`src/rtl/adcr_pkg.sv`:
```
package adcr_pkg;

    typedef enum logic [1:0] {
        ST_IDLE  = 2'd0,
        ST_CONV  = 2'd1,
        ST_SHIFT = 2'd2,
        ST_DONE  = 2'd3
    } adcr_state_e;

endpackage

```
`src/rtl/adcr_sck_gen.sv`:
```
module adcr_sck_gen #(
    parameter int SCK_HALF = 2,
    parameter int DATA_W   = 16
) (
    input  logic clk,
    input  logic rst_n,
    input  logic run,
    output logic sck,
    output logic rise,
    output logic fall,
    output logic last
);
    localparam int PH_W = $clog2(SCK_HALF + 1);
    localparam int BC_W = $clog2(DATA_W + 1);

    typedef struct packed {
        logic [PH_W-1:0] ph;
        logic            sck;
        logic [BC_W-1:0] bits;
    } gen_t;

    gen_t gen_d, gen_q;

    always_comb begin
        gen_d = gen_q;
        rise  = 1'b0;
        fall  = 1'b0;
        last  = 1'b0;
        if (!run) begin
            gen_d.ph   = '0;
            gen_d.sck  = 1'b0;
            gen_d.bits = '0;
        end else if (gen_q.ph == PH_W'(SCK_HALF - 1)) begin
            gen_d.ph  = '0;
            gen_d.sck = !gen_q.sck;
            if (gen_q.sck) begin
                fall       = 1'b1;
                gen_d.bits = gen_q.bits + 1'b1;
                if (gen_q.bits == BC_W'(DATA_W - 1)) begin
                    last = 1'b1;
                end
            end else begin
                rise = 1'b1;
            end
        end else begin
            gen_d.ph = gen_q.ph + 1'b1;
        end
    end

    always_ff @(posedge clk) begin
        if (!rst_n) begin
            gen_q <= '0;
        end else begin
            gen_q <= gen_d;
        end
    end

    assign sck = gen_q.sck;

endmodule

```
`src/rtl/adcr_shifter.sv`:
```
module adcr_shifter #(
    parameter int DATA_W = 16
) (
    input  logic              clk,
    input  logic              rst_n,
    input  logic              load,
    input  logic [DATA_W-1:0] load_word,
    input  logic              rise,
    input  logic              fall,
    input  logic              sdout,
    output logic              din,
    output logic [DATA_W-1:0] data
);
    typedef struct packed {
        logic [DATA_W-1:0] cfg;
        logic [DATA_W-1:0] cap;
    } sh_t;

    sh_t sh_d, sh_q;

    always_comb begin
        sh_d = sh_q;
        if (load) begin
            sh_d.cfg = load_word;
        end else if (fall) begin
            sh_d.cfg = {sh_q.cfg[DATA_W-2:0], 1'b0};
        end
        if (rise) begin
            sh_d.cap = {sh_q.cap[DATA_W-2:0], sdout};
        end
    end

    always_ff @(posedge clk) begin
        if (!rst_n) begin
            sh_q <= '0;
        end else begin
            sh_q <= sh_d;
        end
    end

    assign din  = sh_q.cfg[DATA_W-1];
    assign data = sh_q.cap;

endmodule

```
`src/rtl/adc_cal_reader.sv`:
```
module adc_cal_reader #(
    parameter int NUM_CHAN    = 4,
    parameter int DATA_W      = 16,
    parameter int CONV_CYCLES = 30,
    parameter int SCK_HALF    = 2
) (
    input  logic                        clk,
    input  logic                        rst_n,
    input  logic                        cmd_valid,
    input  logic [$clog2(NUM_CHAN)-1:0] cmd_chan,
    output logic                        cmd_ready,
    output logic                        res_valid,
    input  logic                        res_ready,
    output logic [DATA_W-1:0]           res_data,
    output logic [$clog2(NUM_CHAN)-1:0] res_chan,
    output logic                        res_primed,
    output logic                        adc_cnv,
    output logic                        adc_sck,
    output logic                        adc_din,
    input  logic                        adc_sdout
);
    import adcr_pkg::*;

    localparam int CHAN_W = $clog2(NUM_CHAN);
    localparam int CNT_W  = $clog2(CONV_CYCLES + 1);
    localparam int PAD_W  = DATA_W - 1 - CHAN_W;

    typedef struct packed {
        adcr_state_e       state;
        logic [CNT_W-1:0]  cnt;
        logic              cnv;
        logic [CHAN_W-1:0] cur_ch;
        logic [CHAN_W-1:0] tag_ch;
        logic              primed;
        logic              rvalid;
        logic [CHAN_W-1:0] rchan;
        logic              rprimed;
    } ctl_t;

    ctl_t ctl_d, ctl_q;

    logic              run;
    logic              rise, fall, last;
    logic              load;
    logic [DATA_W-1:0] cfg_word;

    assign cfg_word = {1'b1, cmd_chan, {PAD_W{1'b0}}};
    assign load     = (ctl_q.state == ST_IDLE) && cmd_valid;
    assign run      = (ctl_q.state == ST_SHIFT);

    always_comb begin
        ctl_d = ctl_q;
        unique case (ctl_q.state)
            ST_IDLE: begin
                if (cmd_valid) begin
                    ctl_d.state  = ST_CONV;
                    ctl_d.cnv    = 1'b1;
                    ctl_d.cnt    = '0;
                    ctl_d.cur_ch = cmd_chan;
                end
            end
            ST_CONV: begin
                if (ctl_q.cnt == CNT_W'(CONV_CYCLES - 1)) begin
                    ctl_d.state = ST_SHIFT;
                    ctl_d.cnv   = 1'b0;
                end else begin
                    ctl_d.cnt = ctl_q.cnt + 1'b1;
                end
            end
            ST_SHIFT: begin
                if (last) begin
                    ctl_d.state   = ST_DONE;
                    ctl_d.rvalid  = 1'b1;
                    ctl_d.rchan   = ctl_q.tag_ch;
                    ctl_d.rprimed = ctl_q.primed;
                    ctl_d.tag_ch  = ctl_q.cur_ch;
                    ctl_d.primed  = 1'b1;
                end
            end
            ST_DONE: begin
                if (res_ready) begin
                    ctl_d.state  = ST_IDLE;
                    ctl_d.rvalid = 1'b0;
                end
            end
            default: ctl_d.state = ST_IDLE;
        endcase
    end

    always_ff @(posedge clk) begin
        if (!rst_n) begin
            ctl_q       <= '0;
            ctl_q.state <= ST_IDLE;
        end else begin
            ctl_q <= ctl_d;
        end
    end

    adcr_sck_gen #(
        .SCK_HALF (SCK_HALF),
        .DATA_W   (DATA_W)
    ) u_sck (
        .clk   (clk),
        .rst_n (rst_n),
        .run   (run),
        .sck   (adc_sck),
        .rise  (rise),
        .fall  (fall),
        .last  (last)
    );

    adcr_shifter #(
        .DATA_W (DATA_W)
    ) u_shift (
        .clk       (clk),
        .rst_n     (rst_n),
        .load      (load),
        .load_word (cfg_word),
        .rise      (rise),
        .fall      (fall),
        .sdout     (adc_sdout),
        .din       (adc_din),
        .data      (res_data)
    );

    assign cmd_ready  = (ctl_q.state == ST_IDLE);
    assign res_valid  = ctl_q.rvalid;
    assign res_chan   = ctl_q.rchan;
    assign res_primed = ctl_q.rprimed;
    assign adc_cnv    = ctl_q.cnv;

endmodule

```
`config.mk`:
```
export PLATFORM = sky130hd
export DESIGN_NAME = adc_cal_reader
export DESIGN_NICKNAME = d
export VERILOG_FILES = /design/src/rtl/adcr_pkg.sv /design/src/rtl/adcr_sck_gen.sv /design/src/rtl/adcr_shifter.sv /design/src/rtl/adc_cal_reader.sv
export SDC_FILE = /design/constraint.sdc
export NUM_CORES = 1
export LEC_CHECK = 0
export BUFFER_PORTS_ARGS = -buffer_cell sky130_fd_sc_hd__buf_2
export CORE_UTILIZATION = 35
export CTS_CLUSTER_SIZE = 24
export DETAILED_ROUTE_END_ITERATION = 12
export PLACE_DENSITY = 0.51
export SLEW_MARGIN = 20
export SYNTH_ARGS = -nofsm -noshare
export SYNTH_HDL_FRONTEND = slang
export SYNTH_SLANG_ARGS = --single-unit
```
`constraint.sdc`:
```
create_clock -name clk -period 2.1 [get_ports clk]
set_clock_uncertainty 0.1 [all_clocks]
set_input_delay 0.21 -clock clk [delete_from_list [all_inputs] [get_ports clk]]
set_output_delay 0.21 -clock clk [all_outputs]
set_load 0.02 [all_outputs]
```
Yosys cells after proc, flatten, opt, wreduce, memory -nomap -nowiden
Index checks and enable logic that the tools add are counted.
Storage, ports and cells
  register bits after elaboration: 44
  bits in read-only memories: 0
  input bits: 7
  memories kept: 0
  bits in writable memories: 0
  bits in latches: 0
Cells by class
  divide/modulo/power cells: 0
  magnitude comparators: 0
  $add $sub $neg: 3
  eq/ne operators: 11
  reduce and logical (&&, ||, !) cells: 15
  shift-type cells: 0
  multiply operators: 0
  muxes and demuxes: 23
  bitwise logic cells: 2
Operators with widths (count)
  $mux 16: 2
  $mux 1: 12
  $pmux 6 s2: 1
  $add 5x1->5 const B: 2
  $mux 10: 1
  $ne 2x2->1 const B: 5
  $reduce_and 3->1: 3
  $pmux 2 s4: 1
  $reduce_and 2->1: 4
  $mux 2: 3
  $reduce_bool 2->1: 3
  $eq 5x4->1 const B: 1
  $eq 5x5->1 const B: 1
  $mux 5: 1
  $eq 2x1->1 const B: 2
  $eq 2x2->1 const B: 2
  $mux 4: 1
  $reduce_and 4->1: 1
  $reduce_or 3->1: 1
  $add 2x1->2 const B: 1
  $logic_not 2->1: 1
  $not 1->1: 2
  $pmux 1 s2: 1
  $logic_and 1x1->1: 1
  $logic_not 1->1: 1

Longest topological paths before layout
  word-level depth: 7
  depth in mapped cells: 9
  mapped depth without buffers: 7

Hierarchy
From an unflattened synthesis, not the netlist that was laid out.
Second synthesis, totals
  cells, all modules: 289
  area total of the unflattened synthesis: 2894.0 um2
Modules (own cells, without submodules)
  adcr_shifter: area each 1562.7 um2, cells an instance 138, instances 1
  adc_cal_reader: area each 959.7 um2, cells an instance 111, instances 1
  adcr_sck_gen: area each 371.6 um2, cells an instance 40, instances 1

Worst setup path before layout
No wires, ideal clock.
  path kind: flip-flop to flip-flop
  start: reg ctl_q[15] (netlist bit)
  end: reg ctl_q[13] (netlist bit)
  buffers on the path: 1
  slack: 237 ps
  clock period less this slack: 1863 ps
  library setup time: 129 ps
  arrival: 1634 ps
  stages on the path, launching flop included: 8
  path through: dfxtp_1 inv_1 ha_1 buf_2 nor2b_4 or3_1 o21ai_0 a221oi_1
Between the ends
  word-level cells in the longest chain between the ends: 3
  elaborated cells on any way between the ends: 7
Ends and longest elaborated chain
  start, declared: line adc_cal_reader.sv:40  | ctl_t ctl_d, ctl_q;
  start signal, assigned: line adc_cal_reader.sv:95  | ctl_q <= ctl_d;
  $logic_not 2->1 (*)
  named net cmd_ready: line adc_cal_reader.sv:11  | output logic cmd_ready,
  $ne 2x2->1 (no line) or $reduce_bool 2->1 (tied branches)
  $reduce_and 3->1 (no line)
Mark *: on every way through the listed nets, which the timed path passes. The rest lies on a longest branch.
A chain may end at the register's enable or synchronous reset.

Worst setup path after layout
  start: reg u_sck.gen_q[0] (netlist bit)
  end: reg ctl_q[15] (netlist bit)
Between the ends
  word-level cells in the longest chain between the ends: 7
Ends and longest elaborated chain
  start, declared: line adcr_sck_gen.sv:22  | gen_t gen_d, gen_q;
  start signal, assigned: line adcr_sck_gen.sv:54  | gen_q <= gen_d;
  $eq 5x4->1: line adcr_sck_gen.sv:39  | if (gen_q.bits == BC_W'(DATA_W - 1)) begin
  $mux 1: line adcr_sck_gen.sv:39
  $mux 1: line adcr_sck_gen.sv:36  | if (gen_q.sck) begin
  $mux 1: line adcr_sck_gen.sv:33  | end else if (gen_q.ph == PH_W'(SCK_HALF - 1)) begin
  $mux 1: line adcr_sck_gen.sv:29  | if (!run) begin
  $ne 2x2->1 (no line)
  $reduce_and 4->1 (no line)
No other way between the ends.

==> flow_results.org <==
** Drt
- Routed Wire Length :: about 3.8 mm
- Final routed DRC violation total :: 0
- Post-detailed-route count of antenna-violating nets :: 0
- After detailed routing, the average wire length per cell comes to 11.4 um.
- Detailed routing inserted a total of about 1600 vias.
- The detailed router finished its first iteration with 92 violations.
- Pre-Repair DR Iteration Count :: 4
- Via-per-instance ratio :: approximately 4.7

** CTS
- Deepest level of the CTS H-tree :: 2
- Skew-Pair Late Insertion Delay :: 0.29 ns
- Cell chosen for the clock root :: sky130_fd_sc_hd__clkbuf_8
- Hold repair after CTS inserted 0 buffers.
- Clock-pin transition on the worst setup and hold timing paths :: roughly 0.080 ns
- TritonCTS built the clock tree.
- The longest clock path from root to sink contains 2 buffers.
- After clock tree synthesis, the setup repair step added 0 buffers.
- Cts bufs inserted :: 5
- The number of gates resized after CTS was 0.
- Clock Sinks :: 44

** Pwr
- The share of total power dissipated in the clock network is 0.258.
- The analysis attributes to cell leakage a power of 0.888 nW.
- Part of the total power dissipated in combinational logic :: 0.296
- Of the total power, the share spent switching nets is 0.327.
- VDD IR-drop max :: 627 uV
- Sw Pwr :: 0.684 mW
- P per Cell Area :: 937 nW/um^2
- Cell internal pwr :: 1.41 mW
- Share of total power in sequential cells :: 0.447

** Logic synthesis
- Of the total synthesized cell area, the portion taken by full adders, half adders and majority gates is 0.0607.
- sky130_fd_sc_hd__dfxtp_1 takes more of the synthesized area than any other cell.
- In this run, synthesis produced a sequential element count of 44.
- The share of the Yosys chip area taken by registers is 0.427.
- Total standard cell area after synthesis :: 2060 um^2
- During synthesis, Yosys emitted a total of 0 warnings.
- Of the total synthesized cell area, the portion taken by AND, OR, NAND and NOR gates is 0.219.
- Of the post-synthesis cell area, the part taken by muxes is 0.0297.
- Gate count after technology mapping :: between 200 and 300
- The synthesized-area fraction occupied by ao, oa, aoi and oai cells came to 0.132.
- After synthesis, the share of flip-flops with an asynchronous set or reset is 0.
- Top flip-flop cell by instance count after synthesis :: sky130_fd_sc_hd__dfxtp_1
- Net count after synthesis :: about 270
- Synth cell types :: 37
- Post-synth EDFFs :: 0
- After synthesis, the largest family of logic cells by area is simple AND/OR/NAND/NOR gates.
- The share of synthesized area in the top cell type comes to 0.427.
- In this run the mean area of a mapped cell was 8.25 um^2.
- Xor/xnor share of the synthesized area :: 0.0170
- Top post-synthesis cells by area :: sky130_fd_sc_hd__dfxtp_1 43%, sky130_fd_sc_hd__nand2_1 10%, sky130_fd_sc_hd__a21oi_1 8.7%, sky130_fd_sc_hd__buf_4 8.4%, sky130_fd_sc_hd__ha_1 6.1%

** Global route
- Number of antenna violations at the first check in global routing :: 0
- Number of global-route vias before repair :: 1412
- Maximum number of pins on one net before global-route repair :: 22
- Wire length of the first global-routing pass :: 6.47 mm
- Global router's overall resource usage :: 0.134
- Summed over all layers, the global routing overflow is 0.

** Critical path
- Critical Path Source Type :: flop
- Worst Setup End Kind :: flop
- Startpoint-to-endpoint class of the critical path :: flop to flop
- At the worst endpoint, the required time is between 2 and 2.5 ns.
- Data on the critical path arrives at its endpoint at 1.94 ns.
- In this run the worst path has a maximum fanout of 3.
- Number of cell instances on the worst register-to-register path :: 7

** Placement
- Once placement finished, the instance area stood at 2140 um^2.
- HPWL reported at the end of detailed placement :: 2.76 mm
- Global placer's final weighted congestion :: 0.833
- The count of buffers added on input and output ports is 30.

** Layout
- Final Instance Area :: 2240 um^2
- Final layout net count :: 278
- Core occupancy in the finished layout :: 0.399
- Area growth, synth to finish :: 8.43%
- The repair_antennas step left the layout with diodes totalling 0.
- Of the cells placed in the final design, the portion with a size suffix greater than 1 is 0.187.

** Timing
- Timing would allow up to 0.541 GHz.
- Worst hold margin :: 0.0534 ns
- Unrepaired setup endpoints after global routing :: no
- Setup_tns :: 0 ns
- Number of slew-limit violations in the final report :: 0
- In this run the tightest slew margin relative to its limit is 0.674.
- At the pin with the least slew margin, the transition time is a little under 0.5 ns.
- Number of hold-slack violations in the final timing report :: 0
- Setup violations remaining at the end of the flow were counted as 0.
- Minimum period implied by the final worst setup slack :: 1.85 ns
- Dividing the final minimum period by the clock period gives 0.880.

** Hold path
- Number of cells traversed by the worst hold path :: 3
- Path type of the worst min-delay path :: input pin to flop

** Floorplanning
- The die covers 6200 um^2.
- 31 I/O pins were placed.
- Starting density of the core :: 0.368
- The die is 78.8 um tall.
- Core region area :: ~5600 um^2
- The die is 78.8 um wide.
- Total number of placement rows :: 27

** Flow run
- Max-cap violations :: 0

** Status
- Result of the run :: finished, final reports clean
## cells by family (layout without fill, tap and decap cells)
kind of cell             count (synthesis)  in the layout
XOR/XNOR                                 4              4
multiplexers                             6              6
flip-flops                              44             44
AND/OR/NAND/NOR                        100            100
adder cells (fa/ha/maj)                 10             10
buffers and inverters                   38             50
AO/OA/AOI/OAI                           48             48
## power by group through the flow
| stage | clock [mW] | sequential [mW] | combinational [mW] |
|---|---|---|---|
| after global routing | 0.613 | 0.946 | 0.712 |
| after detailed placement | 0 | 0.956 | 0.621 |
| after global placement | 0 | 0.955 | 0.630 |
| final | 0.540 | 0.935 | 0.619 |
| after floorplan | 0 | 0.962 | 0.463 |
| after CTS | 0.577 | 0.936 | 0.624 |
## registers in the layout, summed over array words and instances (netlist names)
| register | cells |
|---|---|
| u_shift.data | 16 |
| ctl_q | 12 |
| u_sck.gen_q | 7 |
| res_chan | 2 |
| u_shift.sh_q | 2 |
| adc_cnv | 1 |
| res_primed | 1 |
| res_valid | 1 |
| u_sck.sck | 1 |
| u_shift.din | 1 |
## critical path: stages (launching register included)
cell                       delay [ns]
sky130_fd_sc_hd__dfxtp_1         0.38
sky130_fd_sc_hd__ha_1            0.18
sky130_fd_sc_hd__and3_1          0.17
sky130_fd_sc_hd__ha_1            0.18
sky130_fd_sc_hd__nand3_1         0.12
sky130_fd_sc_hd__a21oi_1         0.25
sky130_fd_sc_hd__a21oi_1         0.10
sky130_fd_sc_hd__a311oi_1        0.28
## synth_stat cells (2+ instances only)
| master | number |
|---|---|
| sky130_fd_sc_hd__xnor2_1 | 2 |
| sky130_fd_sc_hd__buf_2 | 4 |
| sky130_fd_sc_hd__ha_1 | 10 |
| sky130_fd_sc_hd__xor2_1 | 2 |
| sky130_fd_sc_hd__nor3_1 | 5 |
| sky130_fd_sc_hd__nand4_1 | 2 |
| sky130_fd_sc_hd__dfxtp_1 | 44 |
| sky130_fd_sc_hd__and2_1 | 2 |
| sky130_fd_sc_hd__inv_1 | 7 |
| sky130_fd_sc_hd__nor2_1 | 13 |
| sky130_fd_sc_hd__nand3_1 | 7 |
| sky130_fd_sc_hd__buf_4 | 23 |
| sky130_fd_sc_hd__o21ai_0 | 4 |
| sky130_fd_sc_hd__nand2_1 | 57 |
| sky130_fd_sc_hd__and3_1 | 2 |
| sky130_fd_sc_hd__mux2i_1 | 5 |
| sky130_fd_sc_hd__nand2b_1 | 4 |
| sky130_fd_sc_hd__a21oi_1 | 36 |
| sky130_fd_sc_hd__clkbuf_1 | 3 |
## metrics by stage
stage          setup slack, ns  power [mW]  instances
2_1_floorplan            0.237        1.42        250
3_3_place_gp             0.273        1.58        326
3_5_place_dp             0.251        1.58        326
4_1_cts                  0.228        2.14        334
5_1_grt                 0.0615        2.27        334
6_report                 0.253        2.09        334
## layer usage
layer,track usage,share of wire,vias to the layer above,wire [um]
li1,-,-,834,-
met1,0.174,0.51,692,1950
met2,0.197,0.42,31,1600
met3,0.0448,0.047,7,178
met4,0.0630,0.018,0,68
met5,0,0,-,0
## placed cells by master (no fill, tap or decap), types with 5 or more instances in the layout
cell                       count
sky130_fd_sc_hd__mux2i_1       5
sky130_fd_sc_hd__nor3_1        5
sky130_fd_sc_hd__buf_2        30
sky130_fd_sc_hd__clkbuf_8      6
sky130_fd_sc_hd__ha_1         10
sky130_fd_sc_hd__nor2_1       13
sky130_fd_sc_hd__a21oi_1      36
sky130_fd_sc_hd__inv_1         7
sky130_fd_sc_hd__nand2_1      57
sky130_fd_sc_hd__nand3_1       7
sky130_fd_sc_hd__dfxtp_1      44
## final timing paths
| kind | start | to | slack (ns) |
|---|---|---|---|
| worst max-delay path | u_sck.gen_q[0]$_SDFFE_PN0N_ | ctl_q[15]$_SDFFE_PN0P_ | 0.25 |
| worst min-delay path | adc_sdout | u_shift.data[0]$_SDFFE_PN0P_ | 0.05 |
| worst max register to register | u_sck.gen_q[0]$_SDFFE_PN0N_ | ctl_q[15]$_SDFFE_PN0P_ | 0.25 |
| worst min register to register | u_sck.gen_q[6]$_SDFF_PP0_ | u_sck.gen_q[6]$_SDFF_PP0_ | 0.33 |
## cell type report
type | instances | area (um^2)
Fill cell | 628 | 3370
Multi-Input combinational cell | 168 | 946
Sequential cell | 44 | 881
Timing Repair Buffer | 35 | 200
Tap cell | 72 | 90.1
Clock buffer | 6 | 82.6
Inverter | 7 | 26.3
Clock inverter | 2 | 10.0
Note: power is estimated with default switching activity, not from simulation.
